===== src/rtl/turbo_pkg.sv =====
package turbo_pkg;

  typedef enum logic [2:0] {
    ACT_HOLD  = 3'd0,
    ACT_UP    = 3'd1,
    ACT_DOWN  = 3'd2,
    ACT_CLAMP = 3'd3,
    ACT_HOME  = 3'd4
  } step_act_e;

endpackage


===== src/rtl/turbo_limit.sv =====
module turbo_limit #(
  parameter int IDLE_W    = 4,
  parameter int IDLE_GAIN = 2,
  parameter int MAX_STEP  = 7,
  parameter int IDX_W     = 3
) (
  input  logic [IDLE_W-1:0] idle_cores,
  output logic [IDX_W-1:0]  limit
);
  localparam int GAIN_W = $clog2(IDLE_GAIN + 1);
  localparam int SCL_W  = IDLE_W + GAIN_W;

  logic [SCL_W-1:0] scaled;

  always_comb begin
    scaled = SCL_W'(idle_cores) * SCL_W'(IDLE_GAIN);
    if (scaled > SCL_W'(MAX_STEP)) limit = IDX_W'(MAX_STEP);
    else                           limit = scaled[IDX_W-1:0];
  end
endmodule


===== src/rtl/turbo_step_decide.sv =====
module turbo_step_decide
  import turbo_pkg::*;
#(
  parameter int IDX_W = 3
) (
  input  logic             enable,
  input  logic             thermal_ok,
  input  logic             step_tick,
  input  logic [IDX_W-1:0] idx,
  input  logic [IDX_W-1:0] limit,
  output step_act_e        act,
  output logic [IDX_W-1:0] idx_next
);
  always_comb begin
    act = ACT_HOLD;
    if (!enable)             act = ACT_HOME;
    else if (idx > limit)    act = ACT_CLAMP;
    else if (step_tick) begin
      if (!thermal_ok) begin
        if (idx != '0)       act = ACT_DOWN;
      end else if (idx < limit) begin
        act = ACT_UP;
      end
    end
  end

  always_comb begin
    unique case (act)
      ACT_HOME:  idx_next = '0;
      ACT_CLAMP: idx_next = limit;
      ACT_UP:    idx_next = idx + IDX_W'(1);
      ACT_DOWN:  idx_next = idx - IDX_W'(1);
      default:   idx_next = idx;
    endcase
  end
endmodule


===== src/rtl/turbo_freq_map.sv =====
module turbo_freq_map #(
  parameter int IDX_W       = 3,
  parameter int MAX_STEP    = 7,
  parameter int NOMINAL_MHZ = 2700,
  parameter int STEP_MHZ    = 133,
  parameter int CEIL_MHZ    = 3700,
  parameter int BASE_RATIO  = 20,
  parameter int FREQ_W      = 13,
  parameter int RATIO_W     = 6
) (
  input  logic [IDX_W-1:0]   idx,
  output logic [FREQ_W-1:0]  freq,
  output logic [RATIO_W-1:0] ratio
);
  logic [FREQ_W-1:0] raw;

  always_comb begin
    raw = FREQ_W'(NOMINAL_MHZ) + FREQ_W'(STEP_MHZ) * FREQ_W'(idx);
    if (idx >= IDX_W'(MAX_STEP) || raw > FREQ_W'(CEIL_MHZ))
      freq = FREQ_W'(CEIL_MHZ);
    else
      freq = raw;
    ratio = RATIO_W'(BASE_RATIO) + RATIO_W'(idx);
  end
endmodule


===== src/rtl/turbo_step_ctrl.sv =====
module turbo_step_ctrl
  import turbo_pkg::*;
#(
  parameter int IDLE_W      = 4,
  parameter int IDLE_GAIN   = 2,
  parameter int MAX_STEP    = 7,
  parameter int NOMINAL_MHZ = 2700,
  parameter int STEP_MHZ    = 133,
  parameter int CEIL_MHZ    = 3700,
  parameter int BASE_RATIO  = 20,
  parameter int FREQ_W      = 13,
  parameter int RATIO_W     = 6
) (
  input  logic               clk,
  input  logic               rst,
  input  logic               enable,
  input  logic               thermal_ok,
  input  logic               step_tick,
  input  logic [IDLE_W-1:0]  idle_cores,
  output logic [RATIO_W-1:0] ratio_code,
  output logic [FREQ_W-1:0]  freq_mhz
);
  localparam int IDX_W = $clog2(MAX_STEP + 1);

  logic [IDX_W-1:0]   idx_q;
  logic [IDX_W-1:0]   idx_d;
  logic [IDX_W-1:0]   limit;
  step_act_e          act;
  logic [FREQ_W-1:0]  freq_d;
  logic [RATIO_W-1:0] ratio_d;

  turbo_limit #(
    .IDLE_W(IDLE_W), .IDLE_GAIN(IDLE_GAIN), .MAX_STEP(MAX_STEP), .IDX_W(IDX_W)
  ) u_limit (
    .idle_cores(idle_cores),
    .limit     (limit)
  );

  turbo_step_decide #(.IDX_W(IDX_W)) u_decide (
    .enable    (enable),
    .thermal_ok(thermal_ok),
    .step_tick (step_tick),
    .idx       (idx_q),
    .limit     (limit),
    .act       (act),
    .idx_next  (idx_d)
  );

  turbo_freq_map #(
    .IDX_W(IDX_W), .MAX_STEP(MAX_STEP), .NOMINAL_MHZ(NOMINAL_MHZ),
    .STEP_MHZ(STEP_MHZ), .CEIL_MHZ(CEIL_MHZ), .BASE_RATIO(BASE_RATIO),
    .FREQ_W(FREQ_W), .RATIO_W(RATIO_W)
  ) u_map (
    .idx  (idx_d),
    .freq (freq_d),
    .ratio(ratio_d)
  );

  always_ff @(posedge clk) begin
    if (rst) begin
      idx_q      <= '0;
      freq_mhz   <= FREQ_W'(NOMINAL_MHZ);
      ratio_code <= RATIO_W'(BASE_RATIO);
    end else begin
      idx_q      <= idx_d;
      freq_mhz   <= freq_d;
      ratio_code <= ratio_d;
    end
  end
endmodule


===== config.mk =====
export PLATFORM = sky130hd
export DESIGN_NAME = turbo_step_ctrl
export DESIGN_NICKNAME = d
export VERILOG_FILES = /design/src/rtl/turbo_pkg.sv /design/src/rtl/turbo_limit.sv /design/src/rtl/turbo_step_decide.sv /design/src/rtl/turbo_freq_map.sv /design/src/rtl/turbo_step_ctrl.sv
export SDC_FILE = /design/constraint.sdc
export NUM_CORES = 1
export LEC_CHECK = 0
export BUFFER_PORTS_ARGS = -buffer_cell sky130_fd_sc_hd__buf_2
export CAP_MARGIN = 20
export CORE_AREA = 2 2 56 58
export CTS_CLUSTER_DIAMETER = 30
export DETAILED_ROUTE_END_ITERATION = 7
export DIE_AREA = 0 0 58 60
export PLACE_DENSITY_LB_ADDON = 0.2
export SLEW_MARGIN = 20
export SYNTH_ARGS = -nofsm -noshare
export SYNTH_HDL_FRONTEND = slang
export SYNTH_SLANG_ARGS = --single-unit

===== constraint.sdc =====
create_clock -name clk -period 4.9 [get_ports clk]
set_clock_uncertainty 0.15 [all_clocks]
set_input_delay 0.245 -clock clk [delete_from_list [all_inputs] [get_ports clk]]
set_output_delay 0.245 -clock clk [all_outputs]
set_load 0.1 [all_outputs]

==> results of run 1 <==
==> path summary, 6_finish.rpt <==
check / start / to / slack, ps
worst max register to register: freq_mhz[5] / freq_mhz[6] / 900
worst min-delay path: rst / idx_q[0] / 140
worst min register to register: freq_mhz[5] / freq_mhz[5] / 700
worst max-delay path: freq_mhz[5] / freq_mhz[6] / 900
==> power by group <==
group	total (uW)	leakage [uW]	internal (uW)	switching [uW]
sequential	133	0.000123	130	3.51
clock	68.0	0.0000150	31.6	36.4
combinational	128	0.000407	27.0	101
==> registers in the layout, summed over array words and instances, names as in the netlist <==
name	count
freq_mhz	12
idx_q	2
ratio_code	1
==> worst reg2reg max path, cell delays in order (launching register included) <==
cell and delay (ps):
dfxtp_1 490, ha_1 340, a21oi_1 190, nand4_1 200, nand3_1 230, nor2_1 70
fa_1 380, xnor2_1 150, nor2_1 90, mux2i_1 70, o22ai_1 320, o31ai_2 250
ha_1 350, ha_1 190, a21o_1 170, o21ai_0 150, a21oi_1 90
==> synthesized netlist by cell type, types with 2 or more instances <==
| master | n | area share |
|---|---|---|
| a21oi_1 | 5 | 0.026 |
| a31oi_1 | 2 | 0.013 |
| buf_4 | 4 | 0.031 |
| conb_1 | 2 | 0.0078 |
| dfxtp_1 | 15 | 0.31 |
| fa_1 | 2 | 0.041 |
| ha_1 | 13 | 0.17 |
| inv_1 | 5 | 0.019 |
| mux2i_1 | 2 | 0.021 |
| nand2_1 | 4 | 0.015 |
| nand3_1 | 4 | 0.021 |
| nand4_1 | 2 | 0.013 |
| nor2_1 | 7 | 0.027 |
| or2_2 | 3 | 0.019 |
==> metal layers <==
| metal | global-route usage | wire (um) |
|---|---|---|
| met1 | 0.1466 | 875 |
| met2 | 0.1964 | 872 |
| met3 | 0.04978 | 91 |
| met4 | 0.01993 | 0 |
| met5 | 0 | 0 |
==> per-stage QoR <==
step | cell area (um2) | worst slack [ps] | utilization
2_1_floorplan | 975.9 | 455.9 | -
3_3_place_gp | 1104 | 695.2 | 0.3802
3_5_place_dp | 1104 | 649.7 | 0.3802
4_1_cts | 1130 | 849.1 | 0.3892
5_1_grt | 1135 | 542.8 | 0.3909
6_report | 1135 | 900.1 | 0.3909
==> logic make-up after synthesis <==
| group | synth area share |
|---|---|
| XOR/XNOR | 0.009046 |
| AND/OR/NAND/NOR | 0.2158 |
| flip-flops | 0.3101 |
| multiplexers | 0.02067 |
| adder cells (fa/ha/maj) | 0.2093 |
| AO/OA/AOI/OAI | 0.1693 |
| other | 0.007755 |
| buffers and inverters | 0.05814 |
==> cells in the final DEF (no fill, tap or decap), types with 2 or more instances in the layout <==
| cell type | netlist | layout |
|---|---|---|
| buf_2 | 0 | 24 |
| ha_1 | 13 | 13 |
| or2_2 | 3 | 3 |
| nand4_1 | 2 | 2 |
| dfxtp_1 | 15 | 15 |
| fa_1 | 2 | 2 |
| mux2i_1 | 2 | 2 |
| a31oi_1 | 2 | 2 |
| a21oi_1 | 5 | 5 |
| conb_1 | 2 | 4 |
| inv_1 | 5 | 5 |
| clkbuf_4 | 0 | 3 |
| nor2_1 | 7 | 7 |
| nand3_1 | 4 | 4 |
| nand2_1 | 4 | 4 |
==> cell type report <==
type / count / area [um2] / share of cell area
Tap cell: 33 / 41.29 / 0.03638
Timing Repair Buffer: 24 / 120.1 / 0.1058
Clock buffer: 4 / 26.28 / 0.02315
Multi-Input combinational cell: 73 / 624.3 / 0.5502
Sequential cell: 15 / 300.3 / 0.2646
Inverter: 6 / 22.52 / 0.01985
==> run_results.csv, run 1 <==
group,metric,value,unit
grt,grt_pass1_vias,713,
routing,wl_per_cell,11.86,um
floorplanning,die_height,60,um
critical_path,worstPathRequired,4910,ps
sta,drv_slew,0,
layout,n_antenna_cell,0,
placement,placed_cells_incl_taps,151,
routing,avgViaCountPerCell,4.877,
placement,numPortBuffers,24,
floorplanning,pin_count,28,
sta,fin_tns_setup,0,ps
sta,hold_viol,0,
critical_path,cp.depth,16,
critical_path,critical_path.slowest_cell,"dfxtp_1",
clocking,path_clk_slew,80,ps
layout,final_cell_count_no_fill,155,
floorplanning,die_x,58,um
critical_path,path_class,"flop to flop",
clocking,cts_max_level,1,
yosys,async_flop_share,0,
routing,wirelength,1839,um
layout,fillers,307,
critical_path,path_cells,"ha_1 -> a21oi_1 -> nand4_1 -> nand3_1 -> nor2_1 -> fa_1 -> xnor2_1 -> nor2_1 -> mux2i_1 -> o22ai_1 -> o31ai_2 -> ha_1 -> ha_1 -> a21o_1 -> o21ai_0 -> a21oi_1",
clocking,clock_sink_count,15,
power_and_ir_drop,peakVddDrop,200.3,uV
yosys,synthCells,97,
critical_path,ff2ff_path_depth,16,
routing,first_pass_iters,4,
grt,grt_start_max_net_pins,14,
clocking,cts_tree,"yes",
sta,tightest_slew,662.8,ps
job,maxCapViolations,0,
routing,ant_nets,0,
clocking,cts_setup_buffers,0,
critical_path,crit_buf_inv,0,
placement,dp_hpwl,1465,um
critical_path,crit_top_cell,"ha_1",
routing,drc,0,
yosys,synth_seq_area_share,0.3101,
sta,slew_headroom,0.5555,
power_and_ir_drop,power_density,289.8,mW/mm2
routing,vias,756,
grt,grt_pass1_wl,3194,um
sta,min_period,4000,ps
critical_path,slowest_delay,490,ps
power_and_ir_drop,leakagePower,0.0005447,uW
critical_path,cp-start-kind,"flop",
grt,grt_usage,0.1187,
min_path,holdPathStages,2,
floorplanning,die_area,0.003480,mm2
floorplanning,rows,20,
yosys,synth_cell_types,41,
sta,timing.hold.ws,142.9,ps
min_path,hold_path_class,"primary input to flop",
clocking,postCtsHoldBufs,0,
yosys,ys_seq_elements,15,
clocking,cts_buffers,3,
placement,gp_congestion,0.7357,
routing,drtIter0Drc,12,
yosys,synth_enable_flop_cells,0,
sta,max_freq,250.0,MHz
sta,fin_crit_sh,0.8163,
grt,antenna_found_initial,0,
yosys,synth_area_per_cell,9.984,um2
floorplanning,coreArea,0.002903,mm2
yosys,ys.flop_type,"dfxtp_1",
critical_path,worst_ep_arrival_time,4010,ps
layout,drive_gt1_frac,0.3443,
clocking,cts_root_buf,"clkbuf_4",
clocking,clk_path_buf_depth,2,
clocking,worstSkewPairLatency,280,ps
yosys,yosysWarnings,0,
critical_path,cp_max_fo,8,
sta,setup_viol,0,
clocking,cts_resized,0,
power_and_ir_drop,power,328.8,uW
layout,final_nets,147,
sta,rsz0062_at_grt,"false",
critical_path,critPathTopFamily,"adder cells",
outcome,status,"completed",
layout,syn_to_final_growth,17.18,%
critical_path,endpoint_kind,"flop",
floorplanning,initial_core_util,0.3336,
yosys,syn_area,968.4,um2
grt,overflow,0,
Power figures use the tool's default switching activity.
==> run 2, diff against run 1 <==
- ABC_AREA: unset -> 1
- clock period: 4.9 -> 4 ns (I/O delays scaled with it)
==> run_results.csv, run 2 <==
group,metric,value,unit
outcome,status,"completed",
layout,final_common_cell,"inv_1",
yosys,ys.flop_type,"dfxtp_1",
clocking,cts_root_buf,"clkbuf_4",
layout,syn_to_final_growth,19.82,%
yosys,synth_cell_types,23,
power_and_ir_drop,power_density,455.6,mW/mm2
yosys,synthTopCellsByArea,"dfxtp_1, ha_1, inv_1",
routing,vias,822,
grt,grt_start_max_net_pins,9,
critical_path,endpoint_kind,"flop",
floorplanning,die_x,58,um
clocking,clk_path_buf_depth,2,
layout,reg_top3,"freq_mhz (12), idx_q (2), ratio_code (1)",
placement,placed_cells_incl_taps,181,
grt,overflow,0,
floorplanning,pin_count,28,
yosys,synthCells,124,
clocking,cts_tree,"yes",
yosys,yosysWarnings,0,
routing,met1_length,895,um
clocking,cts_resized,0,
placement,dp_hpwl,1502,um
yosys,synth_area_per_cell,7.790,um2
yosys,synth.top_cell.area_share,0.3109,
routing,route.met2.wl,741,um
layout,drive_gt1_frac,0.2614,
routing,avgViaCountPerCell,4.419,
sta,fin_ws,433.5,ps
floorplanning,die_height,60,um
yosys,syn_area,965.9,um2
critical_path,worst_ep_arrival_time,3600,ps
routing,wl_per_cell,9.516,um
placement,dp_slack,200.0,ps
critical_path,worstPathRequired,4030,ps
clocking,path_clk_slew,80,ps
sta,max_freq,280.4,MHz
layout,final_nets,178,
sta,rsz0062_at_grt,"false",
layout,final_cell_count_no_fill,186,
sta,min_period,3566,ps
routing,ant_nets,0,
critical_path,path_class,"flop to flop",
placement,numPortBuffers,24,
routing,highest_layer,"met4",
yosys,synth_top_cell_by_area,"dfxtp_1",
yosys,ys_seq_elements,15,
routing,drtIter0Drc,9,
sta,fin_crit_sh,0.8916,
floorplanning,die_area,0.003480,mm2
grt,grt_pass1_vias,712,
grt,grt_pass1_wl,3029,um
grt,antenna_found_initial,0,
sta,timing.hold.ws,318.7,ps
clocking,clock_sink_count,15,
yosys,ys_top_cells_by_count,"inv_1, nand2_1, dfxtp_1",
floorplanning,coreArea,0.002903,mm2
grt,grt_usage,0.1146,
power_and_ir_drop,leakagePower,0.0006791,uW
critical_path,cp-start-kind,"flop",
layout,largest_reg_flops,12,
critical_path,cp_max_fo,7,
layout,top_register,"freq_mhz",
sta,hold_viol,0,
placement,gp_congestion,0.7614,
clocking,worstSkewPairLatency,280,ps
floorplanning,rows,20,
layout,n_antenna_cell,0,
min_path,hold_path_class,"primary input to flop",
yosys,synth_most_common_cell,"inv_1",
yosys,synth_enable_flop_cells,0,
routing,first_pass_iters,4,
clocking,cts_buffers,3,
routing,drc,0,
yosys,synth_seq_area_share,0.3109,
floorplanning,initial_core_util,0.3328,
layout,layout_common_cells,"inv_1, buf_2, nand2_1",
sta,setup_viol,0,
sta,fin_tns_setup,0,ps
power_and_ir_drop,peakVddDrop,265.5,uV
clocking,cts_max_level,1,
routing,wirelength,1770,um
yosys,async_flop_share,0,
routing,dr_wl_met3,91,um
layout,utilization,0.3987,
job,maxCapViolations,0,
sta,drv_slew,0,
==> run 2: final timing paths <==
path                  from           to  slack, ps  cells after the start
max            freq_mhz[5]  freq_mhz[6]        430                     19
min          idle_cores[3]     idx_q[0]        320                      7
max reg2reg    freq_mhz[5]  freq_mhz[6]        430                     19
min reg2reg       idx_q[0]     idx_q[0]        600                      4
==> run 2: final cells by class <==
class	count	area, um2
sequential	15	301.5
fill	312	1745
multi-input combinational	80	540.5
tap	33	41.29
inverter	27	102.6
clock buffer	4	26.28
timing repair buffer	27	145.1
==> run 2: worst max-delay path: stages (launching register included) <==
cell and delay, ps:
dfxtp_2 370, ha_1 350, a21oi_2 150, nand3b_1 150, nand4_1 140, inv_1 60, fa_1 370, xnor2_1 220
inv_1 60, nand4_1 90, nand3_1 120, nand2_1 270, ha_1 290, ha_1 190, nand2_1 60, inv_1 40
o21ai_0 150, nand4_1 120, nand2_1 80, inv_1 40
==> run 2: timing repair <==
item	in CTS	in global routing
setup buffers	0	0
endpoints found under the setup margin	0	0
hold buffers	1	0
endpoints found under the hold margin	3	0
==> run 2: per-layer routing <==
layer,vias up,global-route usage
met4,0,0.05980
met1,358,0.1627
met3,4,0.01948
met5,-,0
li1,437,-
met2,23,0.1656
==> run 2: metrics by stage <==
step	area [um2]	total power [uW]
after floorplan	974.7	407.6
after global placement	1121	448.0
after detailed placement	1121	449.8
after CTS	1157	533.1
after global routing	1157	563.5
final	1157	527.3
==> run 2: kinds of logic (layout without fill, tap and decap cells) <==
kind of cell / Yosys count / after routing / share of synthesized area
and+or+nand+nor: 52 / 52 / 0.2746
xor gates and xnor gates: 1 / 1 / 0.009069
buffers and inverters: 31 / 58 / 0.1373
adders and majority gates: 15 / 15 / 0.2099
other: 2 / 4 / 0.007775
AOI/OAI and AO/OA: 8 / 8 / 0.05051
DFF: 15 / 15 / 0.3109
==> run 2: where the power goes <==
| group | switching (uW) | internal [uW] | total, uW | leakage (uW) |
|---|---|---|---|---|
| combinational | 217 | 52.8 | 270 | 0.000540 |
| sequential | 7.52 | 168 | 175 | 0.000124 |
| clock | 43.7 | 38.7 | 82.4 | 0.0000150 |
| total | 268 | 259 | 527 | 0.000679 |
